File: config.mk
export PLATFORM = sky130hd
export DESIGN_NAME = kbd_menu_ctrl
export DESIGN_NICKNAME = d
export VERILOG_FILES = /design/src/rtl/kmc_pkg.sv /design/src/rtl/kmc_scan_decode.sv /design/src/rtl/kmc_menu_fsm.sv /design/src/rtl/kmc_text_writer.sv /design/src/rtl/kbd_menu_ctrl.sv
export SDC_FILE = /design/constraint.sdc
export NUM_CORES = 1
export LEC_CHECK = 0
export BUFFER_PORTS_ARGS = -buffer_cell sky130_fd_sc_hd__buf_2
export CELL_PAD_IN_SITES_DETAIL_PLACEMENT = 1
export CELL_PAD_IN_SITES_GLOBAL_PLACEMENT = 1
export CORE_MARGIN = 2
export CORE_UTILIZATION = 44
export DETAILED_ROUTE_END_ITERATION = 6
export PLACE_DENSITY_LB_ADDON = 0.1
export REMOVE_ABC_BUFFERS = 1
export SLEW_MARGIN = 15
export SYNTH_ARGS = -nofsm -noshare
export SYNTH_HDL_FRONTEND = slang
export SYNTH_HIERARCHICAL = 1
export SYNTH_SLANG_ARGS = --single-unit
File: constraint.sdc
create_clock -name clk -period 4.1 [get_ports clk]
set_clock_uncertainty 0.1 [all_clocks]
set_input_delay 1.025 -clock clk [delete_from_list [all_inputs] [get_ports clk]]
set_output_delay 1.025 -clock clk [all_outputs]
set_load 0.05 [all_outputs]
File: src/rtl/kmc_pkg.sv
package kmc_pkg;

  typedef enum logic [2:0] {
    K_OTHER, K_HOME, K_RCTRL, K_UP, K_DOWN, K_LEFT, K_RIGHT
  } key_e;

  typedef struct packed {
    logic       brk;
    logic       ext;
    logic [7:0] code;
    key_e       key;
  } kev_t;

  typedef enum logic [1:0] {
    V_TOP, V_FLOPPY, V_ROM
  } view_e;

  localparam logic [7:0] SC_EXT = 8'hE0;
  localparam logic [7:0] SC_BRK = 8'hF0;

  localparam logic [1:0] ENT_FLOPPY = 2'd0;
  localparam logic [1:0] ENT_WPROT  = 2'd1;
  localparam logic [1:0] ENT_JOY    = 2'd2;
  localparam logic [1:0] ENT_ROM    = 2'd3;

  localparam int MENU_ROWS = 4;

  function automatic key_e classify(input logic ext, input logic [7:0] b);
    key_e k;
    k = K_OTHER;
    if (ext) begin
      case (b)
        8'h6C:   k = K_HOME;
        8'h14:   k = K_RCTRL;
        8'h75:   k = K_UP;
        8'h72:   k = K_DOWN;
        8'h6B:   k = K_LEFT;
        8'h74:   k = K_RIGHT;
        default: k = K_OTHER;
      endcase
    end
    return k;
  endfunction

  function automatic logic [7:0] hex_char(input logic [3:0] n);
    return (n < 4'd10) ? (8'h30 + {4'h0, n}) : (8'h37 + {4'h0, n});
  endfunction

endpackage

File: src/rtl/kmc_scan_decode.sv
module kmc_scan_decode
  import kmc_pkg::*;
(
  input  logic       clk,
  input  logic       rst,
  input  logic       kb_valid,
  input  logic [7:0] kb_byte,
  output logic       ev_valid,
  output kev_t       ev
);

  logic ext_q;
  logic brk_q;

  always_ff @(posedge clk) begin
    if (rst) begin
      ext_q    <= 1'b0;
      brk_q    <= 1'b0;
      ev_valid <= 1'b0;
      ev       <= '0;
    end else begin
      ev_valid <= 1'b0;
      if (kb_valid) begin
        if (kb_byte == SC_EXT) begin
          ext_q <= 1'b1;
        end else if (kb_byte == SC_BRK) begin
          brk_q <= 1'b1;
        end else begin
          ev_valid <= 1'b1;
          ev.code  <= kb_byte;
          ev.ext   <= ext_q;
          ev.brk   <= brk_q;
          ev.key   <= classify(ext_q, kb_byte);
          ext_q    <= 1'b0;
          brk_q    <= 1'b0;
        end
      end
    end
  end

endmodule

File: src/rtl/kmc_menu_fsm.sv
module kmc_menu_fsm
  import kmc_pkg::*;
#(
  parameter int IDX_W = 6
) (
  input  logic             clk,
  input  logic             rst,
  input  logic             ev_valid,
  input  kev_t             ev,
  input  logic [IDX_W-1:0] floppy_count,
  input  logic [IDX_W-1:0] rom_count,
  output logic             shown,
  output view_e            view,
  output logic [1:0]       top_cur,
  output logic [IDX_W-1:0] sub_cur,
  output logic             wp_on,
  output logic             joy_en,
  output logic [IDX_W-1:0] floppy_idx,
  output logic [IDX_W-1:0] rom_idx,
  output logic             floppy_load,
  output logic             rom_load,
  output logic [3:0]       joy_dirs,
  output logic             fwd_valid,
  output logic [7:0]       fwd_code,
  output logic             fwd_ext,
  output logic             fwd_brk,
  output logic             redraw
);

  logic             n_shown, n_wp, n_joy, n_fl_ld, n_rm_ld, n_fwd, n_redraw;
  view_e            n_view;
  logic [1:0]       n_top;
  logic [IDX_W-1:0] n_sub, n_fidx, n_ridx, lim;
  logic [3:0]       n_dirs;
  logic             is_arrow;
  logic [1:0]       arrow_bit;

  always_comb begin
    is_arrow  = 1'b1;
    arrow_bit = 2'd0;
    case (ev.key)
      K_UP:    arrow_bit = 2'd3;
      K_DOWN:  arrow_bit = 2'd2;
      K_LEFT:  arrow_bit = 2'd1;
      K_RIGHT: arrow_bit = 2'd0;
      default: is_arrow  = 1'b0;
    endcase
  end

  always_comb begin
    n_shown  = shown;
    n_view   = view;
    n_top    = top_cur;
    n_sub    = sub_cur;
    n_wp     = wp_on;
    n_joy    = joy_en;
    n_fidx   = floppy_idx;
    n_ridx   = rom_idx;
    n_fl_ld  = 1'b0;
    n_rm_ld  = 1'b0;
    n_fwd    = 1'b0;
    n_redraw = 1'b0;
    n_dirs   = joy_dirs;
    lim      = (view == V_FLOPPY) ? floppy_count : rom_count;
    if (ev_valid) begin
      if (ev.key == K_HOME) begin
        if (!ev.brk) begin
          n_shown  = !shown;
          n_view   = V_TOP;
          n_top    = 2'd0;
          n_redraw = !shown;
        end
      end else if (shown) begin
        if (!ev.brk) begin
          n_redraw = 1'b1;
          if (view == V_TOP) begin
            case (ev.key)
              K_UP:   n_top = top_cur - 2'd1;
              K_DOWN: n_top = top_cur + 2'd1;
              K_RCTRL: begin
                case (top_cur)
                  ENT_FLOPPY: begin n_view = V_FLOPPY; n_sub = '0; end
                  ENT_WPROT:  n_wp  = !wp_on;
                  ENT_JOY:    n_joy = !joy_en;
                  default:    begin n_view = V_ROM; n_sub = '0; end
                endcase
              end
              default: ;
            endcase
          end else begin
            case (ev.key)
              K_UP: if (lim != '0)
                n_sub = (sub_cur == '0) ? lim - 1'b1 : sub_cur - 1'b1;
              K_DOWN: if (lim != '0)
                n_sub = (sub_cur >= lim - 1'b1) ? '0 : sub_cur + 1'b1;
              K_LEFT: n_view = V_TOP;
              K_RCTRL: if (lim != '0 && sub_cur < lim) begin
                if (view == V_FLOPPY) begin
                  n_fidx  = sub_cur;
                  n_fl_ld = 1'b1;
                end else begin
                  n_ridx  = sub_cur;
                  n_rm_ld = 1'b1;
                end
                n_view = V_TOP;
              end
              default: ;
            endcase
          end
        end
      end else if (joy_en && is_arrow) begin
        n_dirs[arrow_bit] = !ev.brk;
      end else begin
        n_fwd = 1'b1;
      end
    end
    if (n_shown || !n_joy) n_dirs = '0;
  end

  always_ff @(posedge clk) begin
    if (rst) begin
      shown       <= 1'b0;
      view        <= V_TOP;
      top_cur     <= 2'd0;
      sub_cur     <= '0;
      wp_on       <= 1'b1;
      joy_en      <= 1'b0;
      floppy_idx  <= '0;
      rom_idx     <= '0;
      floppy_load <= 1'b0;
      rom_load    <= 1'b0;
      joy_dirs    <= '0;
      fwd_valid   <= 1'b0;
      fwd_code    <= '0;
      fwd_ext     <= 1'b0;
      fwd_brk     <= 1'b0;
      redraw      <= 1'b0;
    end else begin
      shown       <= n_shown;
      view        <= n_view;
      top_cur     <= n_top;
      sub_cur     <= n_sub;
      wp_on       <= n_wp;
      joy_en      <= n_joy;
      floppy_idx  <= n_fidx;
      rom_idx     <= n_ridx;
      floppy_load <= n_fl_ld;
      rom_load    <= n_rm_ld;
      joy_dirs    <= n_dirs;
      fwd_valid   <= n_fwd;
      redraw      <= n_redraw;
      if (n_fwd) begin
        fwd_code <= ev.code;
        fwd_ext  <= ev.ext;
        fwd_brk  <= ev.brk;
      end
    end
  end

endmodule

File: src/rtl/kmc_text_writer.sv
module kmc_text_writer
  import kmc_pkg::*;
#(
  parameter int IDX_W = 6,
  parameter int COLS  = 12,
  localparam int CELLS = MENU_ROWS * COLS,
  localparam int AW    = $clog2(CELLS),
  localparam int CW    = $clog2(COLS)
) (
  input  logic             clk,
  input  logic             rst,
  input  logic             redraw,
  input  view_e            view,
  input  logic [1:0]       top_cur,
  input  logic [IDX_W-1:0] sub_cur,
  input  logic             wp_on,
  input  logic             joy_en,
  input  logic [IDX_W-1:0] floppy_count,
  input  logic [IDX_W-1:0] rom_count,
  output logic             cell_we,
  output logic [AW-1:0]    cell_addr,
  output logic [7:0]       cell_char
);

  logic             busy;
  logic [1:0]       row;
  logic [CW-1:0]    col;
  logic [7:0]       ch;
  logic [55:0]      lbl;
  logic [IDX_W-1:0] item, lim;
  logic [7:0]       item8;
  logic             flag;

  always_comb begin
    case (row)
      2'd0:    lbl = "FLOPPY ";
      2'd1:    lbl = "WPROT  ";
      2'd2:    lbl = "JOYST  ";
      default: lbl = "ROM    ";
    endcase
    flag  = (row == ENT_WPROT) ? wp_on : joy_en;
    item  = {sub_cur[IDX_W-1:2], row};
    item8 = 8'(item);
    lim   = (view == V_FLOPPY) ? floppy_count : rom_count;
    ch    = " ";
    if (view == V_TOP) begin
      if (col == '0)
        ch = (row == top_cur) ? ">" : " ";
      else if (int'(col) <= 7)
        ch = lbl[8*(7-int'(col)) +: 8];
      else if (int'(col) == 8 && (row == ENT_WPROT || row == ENT_JOY))
        ch = flag ? "Y" : "N";
    end else begin
      if (col == '0)
        ch = (row == sub_cur[1:0]) ? ">" : " ";
      else if (item < lim && int'(col) == 1)
        ch = hex_char(item8[7:4]);
      else if (item < lim && int'(col) == 2)
        ch = hex_char(item8[3:0]);
    end
  end

  always_ff @(posedge clk) begin
    if (rst) begin
      busy      <= 1'b0;
      row       <= 2'd0;
      col       <= '0;
      cell_we   <= 1'b0;
      cell_addr <= '0;
      cell_char <= '0;
    end else if (redraw) begin
      busy    <= 1'b1;
      row     <= 2'd0;
      col     <= '0;
      cell_we <= 1'b0;
    end else if (busy) begin
      cell_we   <= 1'b1;
      cell_addr <= AW'(int'(row) * COLS + int'(col));
      cell_char <= ch;
      if (int'(col) == COLS - 1) begin
        col <= '0;
        row <= row + 2'd1;
        if (row == 2'(MENU_ROWS - 1)) busy <= 1'b0;
      end else begin
        col <= col + 1'b1;
      end
    end else begin
      cell_we <= 1'b0;
    end
  end

endmodule

File: src/rtl/kbd_menu_ctrl.sv
module kbd_menu_ctrl
  import kmc_pkg::*;
#(
  parameter int IDX_W = 6,
  parameter int COLS  = 12,
  localparam int CELL_AW = $clog2(MENU_ROWS * COLS)
) (
  input  logic               clk,
  input  logic               rst,
  input  logic               kb_valid,
  input  logic [7:0]         kb_byte,
  input  logic [IDX_W-1:0]   floppy_count,
  input  logic [IDX_W-1:0]   rom_count,
  output logic               osd_shown,
  output logic               cell_we,
  output logic [CELL_AW-1:0] cell_addr,
  output logic [7:0]         cell_char,
  output logic [IDX_W-1:0]   floppy_idx,
  output logic               floppy_load,
  output logic [IDX_W-1:0]   rom_idx,
  output logic               rom_load,
  output logic               wp_on,
  output logic               joy_en,
  output logic               joy_up,
  output logic               joy_down,
  output logic               joy_left,
  output logic               joy_right,
  output logic               key_valid,
  output logic [7:0]         key_code,
  output logic               key_ext,
  output logic               key_brk
);

  logic             ev_valid;
  kev_t             ev;
  view_e            view;
  logic [1:0]       top_cur;
  logic [IDX_W-1:0] sub_cur;
  logic [3:0]       joy_dirs;
  logic             redraw;

  kmc_scan_decode u_dec (
    .clk      (clk),
    .rst      (rst),
    .kb_valid (kb_valid),
    .kb_byte  (kb_byte),
    .ev_valid (ev_valid),
    .ev       (ev)
  );

  kmc_menu_fsm #(.IDX_W(IDX_W)) u_fsm (
    .clk          (clk),
    .rst          (rst),
    .ev_valid     (ev_valid),
    .ev           (ev),
    .floppy_count (floppy_count),
    .rom_count    (rom_count),
    .shown        (osd_shown),
    .view         (view),
    .top_cur      (top_cur),
    .sub_cur      (sub_cur),
    .wp_on        (wp_on),
    .joy_en       (joy_en),
    .floppy_idx   (floppy_idx),
    .rom_idx      (rom_idx),
    .floppy_load  (floppy_load),
    .rom_load     (rom_load),
    .joy_dirs     (joy_dirs),
    .fwd_valid    (key_valid),
    .fwd_code     (key_code),
    .fwd_ext      (key_ext),
    .fwd_brk      (key_brk),
    .redraw       (redraw)
  );

  kmc_text_writer #(.IDX_W(IDX_W), .COLS(COLS)) u_txt (
    .clk          (clk),
    .rst          (rst),
    .redraw       (redraw),
    .view         (view),
    .top_cur      (top_cur),
    .sub_cur      (sub_cur),
    .wp_on        (wp_on),
    .joy_en       (joy_en),
    .floppy_count (floppy_count),
    .rom_count    (rom_count),
    .cell_we      (cell_we),
    .cell_addr    (cell_addr),
    .cell_char    (cell_char)
  );

  assign joy_up    = joy_dirs[3];
  assign joy_down  = joy_dirs[2];
  assign joy_left  = joy_dirs[1];
  assign joy_right = joy_dirs[0];

endmodule

* Word-level counts from Yosys, hierarchy flattened
Cells that the tools add are included.
** Operators by class
- $add $sub $neg :: 13
- Multipliers :: 1
- Magnitude comparators :: 8
- Equality and inequality tests :: 36
- Shift-type cells :: 1
- Muxes and demuxes :: 74
- Bitwise gates (word level) :: 12
- Reduce and logical (&&, ||, !) cells :: 43
** Operators by type and width (number)
- $pmux W53 S3 :: 1
- $mux W8 :: 9
- $shiftx A56 B32 Y8 :: 1
- $mux W6 :: 8
- $eq A8 B7 Y1 const B :: 5
- $mux W1 :: 32
- $reduce_and A8 Y1 :: 3
- $mux W2 :: 11
- $pmux W3 S6 :: 1
- $eq A8 B8 Y1 const B :: 2
- $mux W5 :: 3
- $add A6 B2 Y7 const A :: 2
- $add A6 B4 Y7 const A :: 2
- $lt A6 B6 Y1 :: 2
- $not A1 Y1 :: 12
- $pmux W2 S2 :: 3
- $pmux W6 S2 :: 1
- $sub A6 B1 Y6 const B :: 2
- $eq A3 B3 Y1 const B :: 3
- $reduce_and A9 Y1 :: 1
- $reduce_bool A3 Y1 :: 3
- $eq A4 B4 Y1 const B :: 2
- $eq A8 B5 Y1 const B :: 1
- $ne A2 B2 Y1 const B :: 4
- 46 further kinds :: 74
** Word-level totals
- Register bits after elaboration :: 81
- Input bits :: 23
- Output and inout bits :: 47
- Logic and storage cells :: 217

* Logic depth before layout (Yosys ltp)
Gate-level depths: netlist of the first run.
- Word-level depth :: 11
- Gate-level depth with buffers :: 13
- Gate-level depth less buffers :: 12

* Hierarchy
The synthesis of the first run kept the hierarchy.
** Modules (own cells, without submodules)
- kmc_menu_fsm :: instances 1, cells each 334, area each 2750.1 um2, seq. area each 860.8 um2
- kmc_text_writer :: instances 1, cells each 229, area each 1835.5 um2, seq. area each 420.4 um2
- kmc_scan_decode :: instances 1, cells each 74, area each 673.1 um2, seq. area each 320.3 um2

* Worst setup path before layout of the first run
OpenSTA, ideal clock, no wires.
- Kind :: input -> register
- Start point :: input rom_count[4]
- End point :: register u_fsm.sub_cur[5]
- Arrival :: 2.975 ns
- Slack :: 0.950 ns
- Stages :: 11
- Path through :: mux2i_1 > nor3b_1 > xnor2_1 > inv_1 > ha_1 > a21oi_1 > nand2_1 > or3_1 > o22ai_1 > o2111ai_1 > o21ai_0
** On the way
- Longest elaborated chain between the ends :: 7
- Elaborated cells on any way between the ends :: 13
** Ends and longest elaborated chain
- start, declared :: RTL line kbd_menu_ctrl.sv:13 : input logic [IDX_W-1:0] rom_count,
- $mux W6 * :: RTL line kmc_menu_fsm.sv:64 : lim = (view == V_FLOPPY) ? floppy_count : rom_count;
- $sub A6 B1 Y6 :: RTL line kmc_menu_fsm.sv:93, kmc_menu_fsm.sv:95
- $ge A6 B6 Y1 :: RTL line kmc_menu_fsm.sv:95 : n_sub = (sub_cur >= lim - 1'b1) ? '0 : sub_cur + 1'b1;
- $mux W6 :: RTL line kmc_menu_fsm.sv:95
- $mux W6 :: RTL line kmc_menu_fsm.sv:94 : K_DOWN: if (lim != '0)
- $pmux W6 S2 :: RTL line kmc_menu_fsm.sv:91 : case (ev.key)
- $mux W6 :: RTL line kmc_menu_fsm.sv:76 : if (view == V_TOP) begin
- end signal, assigned :: RTL line kmc_menu_fsm.sv:142 : sub_cur <= n_sub;
- end, declared :: RTL line kmc_menu_fsm.sv:15 : output logic [IDX_W-1:0] sub_cur,
Every way passes the cells marked *; elsewhere a longest branch is shown, timed or not. The select of a mux whose other input is x is not followed.
A chain may end at the register's enable or synchronous reset.

* Worst setup path after layout of the first run
- Start point :: register u_fsm.view[1]
- End point :: register u_fsm.sub_cur[5]
** On the way
- Longest elaborated chain between the ends :: 8
- Elaborated cells on any way between the ends :: 18
** Ends and longest elaborated chain
- start, declared :: RTL line kmc_menu_fsm.sv:13 : output view_e view,
- start signal, assigned :: RTL line kmc_menu_fsm.sv:140 : view <= n_view;
- $eq A2 B1 Y1 :: RTL line kmc_menu_fsm.sv:64
- $mux W6 :: RTL line kmc_menu_fsm.sv:64
- $sub A6 B1 Y6 :: RTL line kmc_menu_fsm.sv:93, kmc_menu_fsm.sv:95
- $ge A6 B6 Y1 :: RTL line kmc_menu_fsm.sv:95
- $mux W6 :: RTL line kmc_menu_fsm.sv:95
- $mux W6 :: RTL line kmc_menu_fsm.sv:94
- $pmux W6 S2 :: RTL line kmc_menu_fsm.sv:91
- $mux W6 :: RTL line kmc_menu_fsm.sv:76
Several ways; a longest one is shown, not always the timed one. The select of a mux whose other input is x is not followed.

==> results.yml, run 1 <==
synth:
  synthArstFlopShare_pct: 0
  synth_xor_xnor_area_share_pct: 3.16
  ys_seq_area_share_pct: 30.5
  ys.flop_type: "dfxtp_1"
  synth-seq-cells: 80
  synth_top_area_share_pct: 30.5
  syn_area_mm2: 0.00526
  synthTopCellsByCount: "dfxtp_1, nand2_1, nor2_1, a21oi_1, mux2i_1"
  synthMuxAreaShare_pct: 8.71
  synthAdderAreaFrac_pct: 9.40
  yosys_warnings: 6
  ys_top_cells_by_area: "dfxtp_1, ha_1, mux2i_1"
  synth_top_family_by_area: "simple AND/OR/NAND/NOR gates"
  synth_cell_type_count: 80
  synth_edf_count: 0
  avgSynthCellArea_um2: 8.26
  synth_compound_area_share_pct: 19.0
  synth-simple-area-share_pct: 24.0
  syn_inst: 637
  synth_most_common_cell: "dfxtp_1"
  yosys.area.top_type: "dfxtp_1"
die:
  die_h_um: 113
  start_util_pct: 45.5
  io_pins: 70
  dieArea_mm2: 0.0128
  core_mm2: 0.0116
  die-width_um: 113
  rows: 39
setup_path:
  timing.rr.end: "u_fsm/sub_cur[5]"
  cp-start-kind: "flop"
  cp.arrival_ns: 3.52
  endpoint: "u_fsm/sub_cur[5]"
  end_kind: "flop"
  cp_max_fo: 13
  cp-startpoint: "u_fsm/view[1]"
  crit_required_ns: 4.26
  r2r_setup_slack_ns: 0.74
  worstRegToRegCells: 12
  r2r-start: "u_fsm/view[1]"
  crit_type: "reg2reg"
final_layout:
  final_area_mm2: 0.00593
  syn2layout_area_growth_pct: 12.8
  drive_above_1_share_pct: 15.9
  nFillCells: 1416
  final_nets: 747
  antenna_cells: 0
cts:
  cts_tree: "done"
  postCtsSetupRepairBufs: 0
  htree_num_levels: 3
  cts_resized: 0
  cts.sinks: 80
  clk_latency_ns: 0.35
  root_buffer: "clkbuf_16"
  cts_buffers: 9
  clk_pin_slew_worst_paths_ns: 0.07
  cts_hold_buf: 0
  cts_buffer_depth: 2
timing:
  fin_setup_tns_ns: 0
  fin_ws_ns: 0.740
  setup_viol: 0
  rsz0062_at_grt: "no"
  timing.fmax_mhz: 298
  whs_ns: 0.358
  hold_viol_final: 0
  worst_pin_slew_ns: 0.915
  relSlewSlack_pct: 38.4
  fin_crit_sh_pct: 81.9
  finalCriticalPeriod_ns: 3.36
  drv_slew: 0
power_and_ir_drop:
  p_total_mw: 1.74
  ir_drop_mv: 0.323
  p_leak_nw: 2.55
  power_density_mw_per_mm2: 294
hold_path:
  hp-class: "reg2reg"
global_route:
  grt_start_max_net_pins: 29
  grt_usage_pct: 24.7
  grt_pass1_wl_mm: 25.4
  antenna_found_initial: 0
  overflow: 0
  grt_pass1_vias: 5035
route:
  antenna_left: 0
  num_vias: 4924
  drc_errors: 0
  wl_mm: 15.6
  drt-wirelength-per-cell_um: 18.6
  via_per_inst: 5.90
  drt_first_iter_violations: 254
  dr.pass1.iters: 4
placed_design:
  pre_cts_ws_ns: 0.531
  place_area_mm2: 0.00563
  hpwl_mm: 11.6
  io_buffers: 68
  place.gp.congestion: 0.868
flow_run:
  maxCapViolCount: 0
status:
  status: "completed"
worst min-delay path by stage:
stage | from | end | cells past startpoint | slack (ns)
after floorplan | u_dec/ev[3] | u_dec/ev[3] | 2 | 0.33
after global placement | u_txt/cell_addr[2] | u_txt/cell_addr[2] | 2 | 0.34
after detailed placement | u_txt/cell_addr[2] | u_txt/cell_addr[2] | 2 | 0.35
after CTS | u_txt/cell_addr[2] | u_txt/cell_addr[2] | 2 | 0.36
after global routing | u_txt/cell_addr[3] | u_txt/cell_addr[3] | 2 | 0.39
final | u_txt/cell_addr[2] | u_txt/cell_addr[2] | 2 | 0.36
stage by stage:
step | util, % | std cells
2_1_floorplan | - | 602
3_3_place_gp | 48.7 | 818
3_5_place_dp | 48.7 | 818
4_1_cts | 51.3 | 834
5_1_grt | 51.3 | 834
6_report | 51.3 | 834
final cells by class:
| type | count | area (um^2) | area share (%) |
|---|---|---|---|
| clock inverter | 7 | 76.3 | 1.29 |
| multi-input combinational | 499 | 3380 | 57.1 |
| sequential | 80 | 1600 | 27.0 |
| clock buffer | 9 | 225 | 3.80 |
| timing repair buffer | 73 | 378 | 6.37 |
| inverter | 23 | 86.3 | 1.46 |
| tap | 143 | 179 | 3.02 |
flip-flops by register name (all words and copies together), names as in the netlist, 6 cells and up:
| name | count |
|---|---|
| u_txt/cell_char | 7 |
| u_fsm/floppy_idx | 6 |
| u_txt/cell_addr | 6 |
| u_fsm/rom_idx | 6 |
| u_dec/ev | 13 |
| u_fsm/fwd_code | 8 |
| u_fsm/sub_cur | 6 |
placed cells by master (no fill, tap or decap), types with 3 or more instances in the layout:
cell	count
buf_2	68
buf_4	5
and3_1	5
xnor2_1	11
a311oi_1	5
nor3b_1	6
ha_1	37
a21o_1	4
xor2_1	8
nor2b_1	8
nand4_1	13
a211oi_1	7
nor3_1	10
or3_1	8
nand2b_1	9
inv_1	21
nand3b_1	3
a31oi_1	8
nor4_1	3
a21oi_1	43
o211ai_1	7
mux2i_1	42
nand3_1	21
o31ai_1	6
nor2_1	63
o21ai_0	24
nand2_1	78
a22oi_1	3
or3b_2	3
clkbuf_16	9
dfxtp_1	80
o22ai_1	5
routing by layer:
layer  share of wire [%]  track usage (%)  wire length (um)
met5                   0                0                 0
met2                  48             42.1              7500
met4                 1.2             5.93               191
met3                 4.4             5.09               686
met1                  46             32.1              7170
cells by family (layout without fill, tap and decap cells):
group | after synthesis | in the layout
multiplexers | 45 | 45
flip-flops | 80 | 80
adder cells (fa/ha/maj) | 39 | 39
other | 1 | 1
buffers and inverters | 58 | 112
AO/OA/AOI/OAI | 143 | 143
AND/OR/NAND/NOR | 252 | 252
XOR/XNOR | 19 | 19
critical path: stages (launching register included):
cell       delay [ns]
dfxtp_1          0.52
nand2b_4         0.33
mux2i_1          0.45
nor3b_1          0.29
xnor2_1          0.17
inv_1            0.06
ha_1             0.29
a21oi_1          0.20
nand2_1          0.09
or3_1            0.34
o22ai_1          0.15
o2111ai_1        0.13
o21ai_0          0.13
power breakdown:
group	leakage (nW)	switching, mW	internal (mW)
logic	1.75	0.0758	0.0425
clock network	0.148	0.356	0.479
registers	0.647	0.00533	0.786
total	2.55	0.438	1.31
Power figures use the tool's default switching activity.
==> inputs of run 2 (changes only) <==
==> constraint.sdc (replaced) <==
create_clock -name clk -period 3.35 [get_ports clk]
set_clock_uncertainty 0.1 [all_clocks]
set_input_delay 0.8375 -clock clk [delete_from_list [all_inputs] [get_ports clk]]
set_output_delay 0.8375 -clock clk [all_outputs]
set_load 0.05 [all_outputs]
==> run 2 against run 1 <==
Effect of this change: sequential share of layout area down 0.45 points; critical path depth up 1; combinational power up 25%; register-to-register slack got worse by 0.41 ns; hold slack got worse by 0.0028 ns; core utilization increased by 0.88 points; first-iteration DRC count fell by 13%; cell area grew 1.7%; sequential power is 22% higher; via count rose by 0.59%; non-clock buffer count rose by 9; global-route usage up 0.35 points.
==> results.yml, run 2 (same netlist as run 1, synthesis figures left out) <==
status:
  status: "completed"
timing:
  finalCriticalPeriod_ns: 3.04
  hold_viol_final: 0
  fin_setup_tns_ns: 0
  fin_crit_sh_pct: 90.7
  timing.fmax_mhz: 329
  worst_pin_slew_ns: 0.817
  relSlewSlack_pct: 45.5
  drv_slew: 0
  rsz0062_at_grt: "no"
  setup_viol: 0
placed_design:
  place.gp.congestion: 0.873
  hpwl_mm: 11.6
  io_buffers: 68
  dp.cells: 827
cts:
  cts_buffer_depth: 2
  clk_pin_slew_worst_paths_ns: 0.07
  htree_num_levels: 3
  cts_buffers: 9
  cts_tree: "done"
  cts_hold_buf: 0
  cts_resized: 0
  cts.sinks: 80
  clk_latency_ns: 0.35
  postCtsSetupRepairBufs: 0
  root_buffer: "clkbuf_16"
global_route:
  antenna_found_initial: 0
  grt_start_max_net_pins: 38
  grt_usage_pct: 25.0
  grt_pass1_vias: 5139
  overflow: 0
  grt_pass1_wl_mm: 25.9
route:
  wl_mm: 15.6
  drt-wirelength-per-cell_um: 18.5
  num_vias: 4953
  dr.pass1.iters: 4
  via_per_inst: 5.88
  drc_errors: 0
  drt_first_iter_violations: 220
  antenna_left: 0
hold_path:
  hp-class: "reg2reg"
power_and_ir_drop:
  comb_power_share_pct: 6.5
  p_leak_nw: 2.61
  intPower_mw: 1.74
  seqPwrFrac_pct: 43.1
  clkPwrFrac_pct: 50.4
  ir_drop_mv: 0.273
  power_density_mw_per_mm2: 373
  p_sw_share_pct: 22.6
  p_switching_uw: 507
die:
  start_util_pct: 45.5
  die_h_um: 113
  io_pins: 70
  dieArea_mm2: 0.0128
  rows: 39
  core_mm2: 0.0116
  die-width_um: 113
setup_path:
  cp.arrival_ns: 3.22
  crit_type: "in2reg"
  crit_required_ns: 3.53
  cp_max_fo: 5
  end_kind: "flop"
  cp-start-kind: "primary input"
final_layout:
  regMostFlops: "u_dec/ev"
  final_nets: 756
  top_regs: "u_dec/ev: 13 flops, u_fsm/fwd_code: 8 flops, u_txt/cell_char: 7 flops"
  antenna_cells: 0
  layout_common_cells: "dfxtp_1, nand2_1, buf_2"
  final_common_cell: "dfxtp_1"
  syn2layout_area_growth_pct: 14.7
  largest_reg_flops: 13
  finalNonFillerCells: 842
  drive_above_1_share_pct: 16.7
  nFillCells: 1415
flow_run:
  maxCapViolCount: 0
==> run 2: changes by cell type in the layout (fill, tap and decap cells not counted), sizes merged <==
cell    before  now
buf         73   82
bufinv       1    3
clkbuf       9   10
clkinv       3    2
inv         25   22
==> run 2: worst max-delay path: stages <==
cell and delay, ns:
buf_2 0.13, nor2_1 0.10, mux2i_1 0.15, nor3b_1 0.30, xnor2_1 0.19, inv_1 0.08
ha_1 0.30, a21oi_1 0.21, nand2_1 0.11, or3_1 0.38, o22ai_1 0.18, o2111ai_1 0.14
o21ai_0 0.11
==> run 2: area by class of cell <==
type,instances,area [um^2],area share (%)
Clock inverter,5,106,1.76
Inverter,23,86.3,1.43
Tap cell,143,179,2.97
Timing Repair Buffer,82,445,7.39
Clock buffer,10,229,3.80
Sequential cell,80,1600,26.6
Multi-Input combinational cell,499,3380,56.1
==> run 2: final timing paths <==
check	startpoint	to	slack, ns	cells after the start
setup / recovery	rom_count[1]	u_fsm/sub_cur[5]	0.31	13
hold / removal	u_txt/cell_addr[3]	u_txt/cell_addr[3]	0.36	2
setup reg to reg	u_fsm/view[1]	u_fsm/sub_cur[5]	0.33	12
hold reg to reg	u_txt/cell_addr[3]	u_txt/cell_addr[3]	0.36	2
==> run 2: metal layers <==
layer | vias to the layer above | track usage (%) | wire, um
met4 | 0 | 9.35 | 252
met1 | 2399 | 33.3 | 7260
met5 | - | 0 | 0
met2 | 127 | 41.3 | 7410
met3 | 19 | 3.59 | 664
li1 | 2408 | - | -
==> run 2: power groups by stage <==
stage	registers (mW)	logic (mW)	clock network [mW]
floorplan	0.998	0.0728	0
global placement	0.989	0.141	0
detailed placement	0.989	0.147	0
CTS	0.968	0.148	1.15
global route	0.969	0.162	1.19
finish	0.968	0.147	1.13
==> run 2: through the flow <==
stage	power, mW	utilization, %	hold WS (ns)	setup slack [ns]	instance area, um^2
floorplan	1.07	-	0.330	0.358	5070
global placement	1.13	49.2	0.337	0.155	5700
detailed placement	1.14	49.2	0.350	-0.0274	5700
CTS	2.27	52.1	0.360	0.329	6030
global route	2.32	52.1	0.384	0.0498	6030
finish	2.25	52.1	0.355	0.313	6030
